### src/rtl/statprot_pkg.sv
package statprot_pkg;
  localparam int STAT_W    = 8;
  localparam int SRWD_POS  = 7;
  localparam int BP1_POS   = 3;
  localparam int BP0_POS   = 2;
  localparam int WEL_POS   = 1;

  typedef struct packed {
    logic setWel;
    logic clrWel;
    logic loadStat;
  } statCtl_t;

  typedef enum logic [1:0] {
    PROT_NONE    = 2'b00,
    PROT_QUARTER = 2'b01,
    PROT_HALF    = 2'b10,
    PROT_ALL     = 2'b11
  } protSel_t;
endpackage

### src/rtl/statprot_ctrl.sv
module statprot_ctrl
  import statprot_pkg::*;
(
  input  logic     wpN,
  input  logic     cmdWrEnable,
  input  logic     cmdWrDisable,
  input  logic     cmdStatWrite,
  input  logic     welNow,
  input  logic     srwdNow,
  output statCtl_t ctl,
  output logic     statWrAllow
);
  logic hwLocked;

  // hardware protection: pin low and disable bit set
  assign hwLocked = !wpN && srwdNow;

  always_comb begin
    statWrAllow  = cmdStatWrite && welNow && !hwLocked;
    ctl.loadStat = statWrAllow;
    ctl.clrWel   = cmdWrDisable;
    ctl.setWel   = cmdWrEnable && !cmdWrDisable;
  end
endmodule

### src/rtl/statprot_dp.sv
module statprot_dp
  import statprot_pkg::*;
#(
  parameter int ADDR_W = 15
) (
  input  logic              clk,
  input  logic              rstN,
  input  statCtl_t          ctl,
  input  logic              newSrwd,
  input  logic [1:0]        newBp,
  input  logic              memWrReq,
  input  logic [ADDR_W-1:0] memWrAddr,
  output logic              welNow,
  output logic              srwdNow,
  output logic [STAT_W-1:0] statusByte,
  output logic              memWrAllow
);
  localparam int TOP_BITS = 2;

  logic       welQ;
  logic       srwdQ;
  logic [1:0] bpQ;
  logic [TOP_BITS-1:0] topAddr;
  logic       inRange;

  always_ff @(posedge clk or negedge rstN) begin
    if (!rstN) begin
      welQ <= 1'b0;
    end else if (ctl.clrWel) begin
      welQ <= 1'b0;
    end else if (ctl.setWel) begin
      welQ <= 1'b1;
    end
  end

  always_ff @(posedge clk or negedge rstN) begin
    if (!rstN) begin
      srwdQ <= 1'b0;
      bpQ   <= 2'b00;
    end else if (ctl.loadStat) begin
      srwdQ <= newSrwd;
      bpQ   <= newBp;
    end
  end

  assign topAddr = memWrAddr[ADDR_W-1 -: TOP_BITS];

  always_comb begin
    unique case (protSel_t'(bpQ))
      PROT_NONE:    inRange = 1'b0;
      PROT_QUARTER: inRange = &topAddr;
      PROT_HALF:    inRange = topAddr[TOP_BITS-1];
      default:      inRange = 1'b1;
    endcase
  end

  assign memWrAllow = memWrReq && welQ && !inRange;
  assign welNow     = welQ;
  assign srwdNow    = srwdQ;

  for (genvar b = 0; b < STAT_W; b++) begin : g_stat
    if (b == SRWD_POS) begin : g_srwd
      assign statusByte[b] = srwdQ;
    end else if (b == BP1_POS) begin : g_bp1
      assign statusByte[b] = bpQ[1];
    end else if (b == BP0_POS) begin : g_bp0
      assign statusByte[b] = bpQ[0];
    end else if (b == WEL_POS) begin : g_wel
      assign statusByte[b] = welQ;
    end else begin : g_zero
      assign statusByte[b] = 1'b0;
    end
  end
endmodule

### src/rtl/statprot_unit.sv
module statprot_unit
  import statprot_pkg::*;
#(
  parameter int ADDR_W = 15
) (
  input  logic              clk,
  input  logic              rstN,
  input  logic              wpN,
  input  logic              cmdWrEnable,
  input  logic              cmdWrDisable,
  input  logic              cmdStatWrite,
  input  logic [7:0]        statWrData,
  input  logic              memWrReq,
  input  logic [ADDR_W-1:0] memWrAddr,
  output logic [7:0]        statusByte,
  output logic              statWrAllow,
  output logic              memWrAllow
);
  statCtl_t ctl;
  logic     welNow;
  logic     srwdNow;
  logic     unusedDataBits;

  assign unusedDataBits = ^{statWrData[6:4], statWrData[1:0]};

  statprot_ctrl i_ctrl (
    .wpN          (wpN),
    .cmdWrEnable  (cmdWrEnable),
    .cmdWrDisable (cmdWrDisable),
    .cmdStatWrite (cmdStatWrite),
    .welNow       (welNow),
    .srwdNow      (srwdNow),
    .ctl          (ctl),
    .statWrAllow  (statWrAllow)
  );

  statprot_dp #(.ADDR_W(ADDR_W)) i_dp (
    .clk        (clk),
    .rstN       (rstN),
    .ctl        (ctl),
    .newSrwd    (statWrData[SRWD_POS]),
    .newBp      (statWrData[BP1_POS:BP0_POS]),
    .memWrReq   (memWrReq),
    .memWrAddr  (memWrAddr),
    .welNow     (welNow),
    .srwdNow    (srwdNow),
    .statusByte (statusByte),
    .memWrAllow (memWrAllow)
  );
endmodule

### config.mk
export PLATFORM = sky130hd
export DESIGN_NAME = statprot_unit
export DESIGN_NICKNAME = d
export VERILOG_FILES = /design/src/rtl/statprot_pkg.sv /design/src/rtl/statprot_ctrl.sv /design/src/rtl/statprot_dp.sv /design/src/rtl/statprot_unit.sv
export SDC_FILE = /design/constraint.sdc
export NUM_CORES = 1
export LEC_CHECK = 0
export CORE_AREA = 2 2 39 41
export DETAILED_ROUTE_END_ITERATION = 10
export DIE_AREA = 0 0 41 43
export DONT_BUFFER_PORTS = 1
export PLACE_DENSITY = 0.42
export SYNTH_ARGS = -nofsm -noshare
export SYNTH_HDL_FRONTEND = slang
export SYNTH_SLANG_ARGS = --single-unit
### constraint.sdc
create_clock -name clk -period 0.94 [get_ports clk]
set_input_delay 0.188 -clock clk [delete_from_list [all_inputs] [get_ports clk]]
set_output_delay 0.188 -clock clk [all_outputs]
set_load 0.005 [all_outputs]
# After elaboration in Yosys (flattened, before gate mapping)
# Cells that the tools add are included.
# totals
reg_bits	4
inputBits	30
word_cells	21
# op_classes
eq_ne	2
muxes	3
reduce_logical	13
# ops
cell	n
logical AND 1 bit	6
zero test 1 bit	4
one-hot mux 1 bit (3 select lines)	1
equality test 2 x 1 -> 1 bit (second input constant)	1
equality test 2 bit (second input constant)	1
zero test 2 bit	1
two-way mux 1 bit	2
AND reduction 2 bit	1
nonzero test 2 bit	1

# Logic depth before layout (Yosys ltp)
# Gate-level depths: netlist of the first run.
# logic_depth
word_depth	4
mapped_depth	3
depth_no_buf	3

# Modules after synthesis
# A second synthesis of the first run with hierarchy kept.
# hier_totals
cells_unflattened	25
area_unflattened_um2	254.0
# by_module_without_submodules
module	n_inst	cells_per_inst	area_each_um2	seq_area_each_um2
statprot_dp	1	19	216.5	100.1
statprot_ctrl	1	6	37.5	0.0

# Least setup slack after synthesis of the first run
# No wires, ideal clock.
# synth_timing
path_type	register to register
from	register i_dp.welQ, in the netlist i_dp.welNow
to	register i_dp.bpQ[0]
setup_ns	0.125
arrival_ns	0.936
setup_slack_ns	-0.121
stages_incl_launch_ff	4
n_path_buf	0
path_cell_list	dfrtp_1 -> nand2_2 -> a21oi_4 -> mux2_4
# synth_via
elab_chain_len	2
# synth_lines
element	line_no	text
start: declaration	statprot_dp.sv:20	logic welQ;
start signal: assignment	statprot_dp.sv:28	welQ <= 1'b0;
start signal: assignment	statprot_dp.sv:30	welQ <= 1'b0;
start signal: assignment	statprot_dp.sv:32	welQ <= 1'b1;
logical AND 1 bit (2 in series)	statprot_ctrl.sv:19	statWrAllow = cmdStatWrite && welNow && !hwLocked;
net statWrAllow	statprot_unit.sv:16	output logic statWrAllow,
end signal: assignment	statprot_dp.sv:42	bpQ <= newBp;
end: declaration	statprot_dp.sv:22	logic [1:0] bpQ;
# The timed path passes the listed nets, and every way through them passes these cells.
# A chain may end at the register's enable or synchronous reset.

# Worst setup path in the final report of the first run
# layout_timing
from	register i_dp.bpQ[1]
to	output memWrAllow
# layout_via
elab_chain_len	4
word_cells_on_any_way	6
cone_classes	2 x eq/ne; 1 x mux; 3 x reduce/logical
# layout_lines
element	line_no	text
equality test 2 bit, or another cell as far along	statprot_dp.sv:49	unique case (protSel_t'(bpQ))
one-hot mux 1 bit (3 select lines) *	statprot_dp.sv:49	
zero test 1 bit *	statprot_dp.sv:57	assign memWrAllow = memWrReq && welQ && !inRange;
logical AND 1 bit *	statprot_dp.sv:57	
end: declaration	statprot_unit.sv:17	output logic memWrAllow
# Mark *: on every way between the ends. The rest lies on a longest branch, timed or not.

==> run_results.csv, run 1 <==
group,metric,value,unit
layout,drive_gt1_share,52.9,%
route,first_iter_violations,2,
setup_path,worstSetupEndpointType,"primary output",
setup_path,r2r_start,"i_dp.welNow",
clocking,cts_sinks,4,
synth,ys_top_cells_by_count,"6 x buf_4, 4 x dfrtp_1, 2 x mux2_4, 2 x nor2_1",
clocking,insertion_delay,0.23,ns
layout,antenna_cells,0,
synth,ys.flop_type,"dfrtp_1",
min_path,holdPathStages,1,
sta,fmax,0.819,GHz
grt,grtUsageTotal,7.34,%
synth,yosysWarnings,0,
power,irDropWorstVdd,0.928,mV
place,port_buffers,0,
synth,synth_cells,23,
synth,ys_types,13,
clocking,root_buffer,"clkbuf_4",
setup_path,crit_fanout,3,
die,die_area,0.00176,sq mm
clocking,cts_tree,"yes",
power,p_per_area,1910,mW/mm^2
sta,finalCritPeriodShare,130,%
sta,period_needed,1.22,ns
setup_path,required,0.75,ns
sta,fin_skew,0.00228,ns
synth,synth_top_area_share,40.4,%
route,wl,587,um
sta,whs,0.0173,ns
grt,grt-ovfl-total,0,
grt,grt_pass1_wl,772,um
setup_path,rrSetupSlack,-0.18,ns
layout,fin_nets,66,
status,violations,"setup timing",
synth,yosysTopAreaCell,"dfrtp_1",
power,p_leak,0.181,nW
run,max_cap_viol_count,0,
place,dpl_worst_slack,-0.0858,ns
sta,rsz0062_at_grt,"true",
synth,syn_area,248,sq um
setup_path,critPathArrivalTime,1.03,ns
grt,grt_pass1_vias,202,
min_path,min_path_type,"in -> reg",
synth,synth_area_leaders,"dfrtp_1 40%, buf_4 18%, mux2_4 12%",
route,antenna_left,0,
setup_path,cp-start-kind,"register",
die,die_y,43,um
min_path,min_to,"i_dp.welNow",
synth,yosysMostFrequentCell,"buf_4",
die,fp.coreArea,0.00138,sq mm
sta,finalHoldViolCount,0,
route,vias_per_cell,4.04,
route,first_pass_iters,2,
synth,synthArstFlopShare,100,%
clocking,path_clk_slew,0.04,ns
min_path,holdCritStartpoint,"cmdWrDisable",
route,vias,202,
die,boundaryPins,40,
route,drc_errors,0,
sta,setup_ws,-0.281,ns
setup_path,r2r_end,"i_dp.bpQ[1]",
die,die-width,41,um
place,gp_congestion,0.528,
synth,syn_area_per_cell,10.8,sq um
clocking,cts_max_level,1,
status,status,"finished, violations left",
grt,antenna_found_initial,0,
die,initial_core_util,17.9,%
synth,ys_ff_latch,4,
layout,syn2layout_area_growth,55.6,%
setup_path,crit_type,"reg -> out",
grt,grt_max_degree,6,
synth,seq_area_frac_synth,40.4,%
power,total_power,0.735,mW
clocking,clockBufferDepth,2,
sta,timing.final.max_slew_violations,0,
setup_path,r2r_cells,4,
route,wl_per_cell,11.7,um
place,hpwlAfterDp,433,um
sta,finalSetupViolCount,8,
die,rows,14,
clocking,cts_buffers,3,
synth,synth-edff-count,0,
## sequential cells by signal (all words and copies together), names as in the netlist
| signal | cells |
|---|---|
| i_dp.bpQ | 2 |
| i_dp.welNow | 1 |
| i_dp.srwdNow | 1 |
## where the power goes
part           switching, mW  leakage (nW)  internal [mW]
Clock                 0.0720        0.0138          0.143
Sequential            0.0296        0.0478          0.207
Combinational         0.0969         0.119          0.187
Total                  0.199         0.181          0.537
## metrics by stage
step                      util [%]  std cells  setup TNS, ns  cell area (sq um)
after global routing          27.8         50          -1.56                385
after global placement        20.1         41         -0.207                278
final                         27.8         50          -1.20                385
after floorplan                  -         26         -0.282                265
after detailed placement      20.1         41         -0.240                278
after CTS                     26.2         50          -1.39                363
## cell families (layout without fill, tap and decap cells)
kind of cell | count (synthesis) | count (layout) | share of synthesized area, %
and+or+nand+nor | 5 | 5 | 9.09
DFF | 4 | 4 | 40.4
buffers and inverters | 7 | 15 | 19.7
muxes | 2 | 2 | 12.1
AOI/OAI and AO/OA | 4 | 4 | 17.2
other | 1 | 4 | 1.51
## worst max-delay path by stage
stage / from / endpoint / slack [ns] / cells past startpoint
finish: i_dp.bpQ[1] / memWrAllow / -0.28 / 2
detailed placement: i_dp.welNow / i_dp.bpQ[1] / -0.09 / 3
CTS: i_dp.bpQ[0] / memWrAllow / -0.32 / 2
global placement: i_dp.welNow / i_dp.bpQ[0] / -0.07 / 3
floorplan: i_dp.welNow / i_dp.bpQ[0] / -0.12 / 3
global route: i_dp.bpQ[1] / memWrAllow / -0.33 / 2
## timing repair
action | 4_1_cts | 5_1_grt
buffers inserted | 5 | 0
hold buffers | 1 | 0
pin swaps | 3 | 3
setup endpoints to repair | 8 | 8
cloned | 0 | 0
hold endpoints to repair | 4 | 0
gates resized for setup | 4 | 4
## critical path, stage by stage, from the launching register on
cell and delay, ns:
dfrtp_1 0.39, buf_4 0.15, a221oi_4 0.26
## per-layer routing
| metal | global-route usage (%) | vias to the layer above | routed length (um) |
|---|---|---|---|
| met5 | 0 | - | 0 |
| li1 | - | 92 | - |
| met2 | 10.9 | 20 | 254 |
| met3 | 7.33 | 0 | 109 |
| met1 | 5.81 | 90 | 223 |
| met4 | 4.00 | 0 | 0 |
## layout by cell type, fill, tap and decap left out
cell type      instances
mux2_4                 2
dfrtp_1                4
a21o_1                 1
nand2_1                1
clkbuf_4               3
dlygate4sd3_1          1
nand3_1                1
a32o_1                 1
a21oi_4                1
nor2_1                 2
conb_1                 4
a221oi_4               1
buf_6                  7
inv_1                  1
buf_4                  3
nand2_2                1
## final cells by class
class | count | area (sq um)
flip-flops and latches | 4 | 100
clock buffers | 3 | 22.5
well taps | 16 | 20.0
fillers | 151 | 998
multi-input cells | 15 | 128
repair buffers | 11 | 111
inverters | 1 | 3.75
No activity file was read; power rests on OpenSTA's default activity.
==> inputs of run 2 (changes only) <==
Settings changed: PLACE_DENSITY 0.42 to 0.41.
Clock period 0.94 ns to 1.3 ns, I/O delays scaled along.
==> run 2 against run 1 <==
Net effect: highest routed layer unchanged; the flow still finishes with violations (setup timing); clock-buffer cell count did not move; via count fell by 16%; global-route usage rose by 0.12 points; sequential cell count did not move; wire length fell by 15%; register-to-register slack improved by 0.38 ns; utilization fell by 7.4 points; non-clock buffer count fell by 9; sequential share of layout area rose by 10 points; power fell by 44%; clock power fell by 29%.
==> run_results.csv, run 2 (synthesis gave the netlist of run 1 again) <==
group,metric,value,unit
status,status,"finished, violations left",
status,violations,"setup timing",
grt,antenna_found_initial,0,
layout,antenna_cells,0,
power,p_per_area,1450,mW/mm^2
sta,timing.setup.tns,-0.0320,ns
sta,rsz0062_at_grt,"true",
min_path,holdCritStartpoint,"cmdWrDisable",
route,wl,499,um
layout,regMostFlops,"i_dp.bpQ",
setup_path,worst-path-buf-inv,0,
clocking,post_cts_buffers,0,
setup_path,cp-start-kind,"register",
setup_path,cp-startpoint,"i_dp.bpQ[0]",
power,p_leak,0.125,nW
route,first_pass_iters,1,
power,p_seq_share,46.0,%
setup_path,cpPeakStageDelay,0.43,ns
clocking,cts_tree,"yes",
die,boundaryPins,40,
die,initial_core_util,17.9,%
setup_path,critPathTopFamily,"flip-flops",
setup_path,critPathArrivalTime,1.07,ns
clocking,cts_buffers,3,
route,drc_errors,0,
grt,grtUsageTotal,7.45,%
setup_path,r2r_start,"i_dp.welNow",
clocking,path_clk_slew,0.04,ns
grt,grt-ovfl-total,0,
sta,finalHoldViolCount,0,
place,dpl_worst_slack,0.147,ns
sta,period_needed,1.33,ns
power,cellInternalPower,0.299,mW
route,antenna_left,0,
setup_path,crit_type,"reg -> out",
run,max_cap_viol_count,0,
sta,fmax,0.751,GHz
grt,grt_use_met2,8.13,%
grt,grt_pass1_wl,717,um
power,combPwrFrac,16.9,%
power,total_power,0.410,mW
setup_path,worstSetupEndpointType,"primary output",
grt,grt_util_met3,8.90,%
layout,largest_register_ffs,2,
power,irDropWorstVdd,0.503,mV
power,power_frac_clock,37.2,%
sta,timing.final.max_slew_violations,0,
die,die-width,41,um
setup_path,crit_fanout,4,
setup_path,cp_slowest_cell,"dfrtp_2",
power,switching_share,27.0,%
clocking,cts_sinks,4,
sta,finalSetupViolCount,1,
grt,grt.busiest_layer,"met3",
route,first_iter_violations,0,
layout,drive_gt1_share,44.0,%
sta,fin_skew,0.000691,ns
layout,final_cell_mix,"4 x conb_1, 3 x clkbuf_4",
sta,setup_ws,-0.0320,ns
route,vias_per_cell,4.12,
layout,fin_nets,57,
layout,finish.utilization,20.4,%
grt,grt_max_degree,5,
clocking,root_buffer,"clkbuf_4",
layout,syn2layout_area_growth,14.1,%
route,wl_per_cell,12.2,um
grt,met1_usage,6.17,%
place,port_buffers,0,
sta,whs,0.0926,ns
clocking,clockBufferDepth,2,
place,gp_congestion,0.581,
layout,final_common_cell,"conb_1",
power,p_sw,0.111,mW
die,fp.coreArea,0.00138,sq mm
die,die_area,0.00176,sq mm
setup_path,crit_chain,"a21o_1, a221oi_2",
sta,finalCritPeriodShare,102,%
grt,grt_pass1_vias,191,
layout,fillerInstances,159,
die,rows,14,
die,die_y,43,um
clocking,insertion_delay,0.23,ns
setup_path,required,1.04,ns
min_path,min_path_type,"in -> reg",
clocking,cts_max_level,1,
route,vias,169,
[run 2: stage by stage]
step,area (sq um),cells
2_1_floorplan,259,26
3_3_place_gp,241,37
3_5_place_dp,241,37
4_1_cts,280,41
5_1_grt,283,41
6_report,283,41
[run 2: repair_timing]
item,in CTS,in global routing
resized for setup,1,2
pin swaps,1,0
hold buffers,1,0
setup endpoints to repair,1,1
endpoints found under the hold margin,4,0
[run 2: layout make-up]
| type | count | area [sq um] | share of cell area [%] |
|---|---|---|---|
| flip-flops and latches | 4 | 103 | 36.3 |
| inverters | 1 | 3.75 | 1.33 |
| multi-input cells | 15 | 116 | 41.2 |
| repair buffers | 2 | 17.5 | 6.19 |
| well taps | 16 | 20.0 | 7.08 |
| clock buffers | 3 | 22.5 | 7.96 |
[run 2: path summary, 6_finish.rpt]
path | depth (start not counted) | slack [ns] | to
worst max register to register | 3 | 0.20 | i_dp.bpQ[0]
worst min-delay path | 1 | 0.09 | i_dp.welNow
max in group asynchronous | 1 | 0.81 | i_dp.bpQ[1]
worst max-delay path | 2 | -0.03 | memWrAllow
min in group asynchronous | 1 | 0.30 | i_dp.bpQ[0]
worst min register to register | 1 | 0.57 | i_dp.bpQ[1]
[run 2: routing by layer]
layer  up-vias  part of all wire (%)
li1         73                     -
met5         -                     0
met3         0                    24
met1        75                    36
met2        21                    40
met4         0                     0
[run 2: power by group through the flow]
stage	registers (mW)	logic, mW	clock network, mW
after floorplan	0.176	0.0727	0
final	0.188	0.0691	0.152
after detailed placement	0.184	0.0618	0
after CTS	0.186	0.0709	0.161
after global routing	0.195	0.0775	0.180
after global placement	0.181	0.0593	0
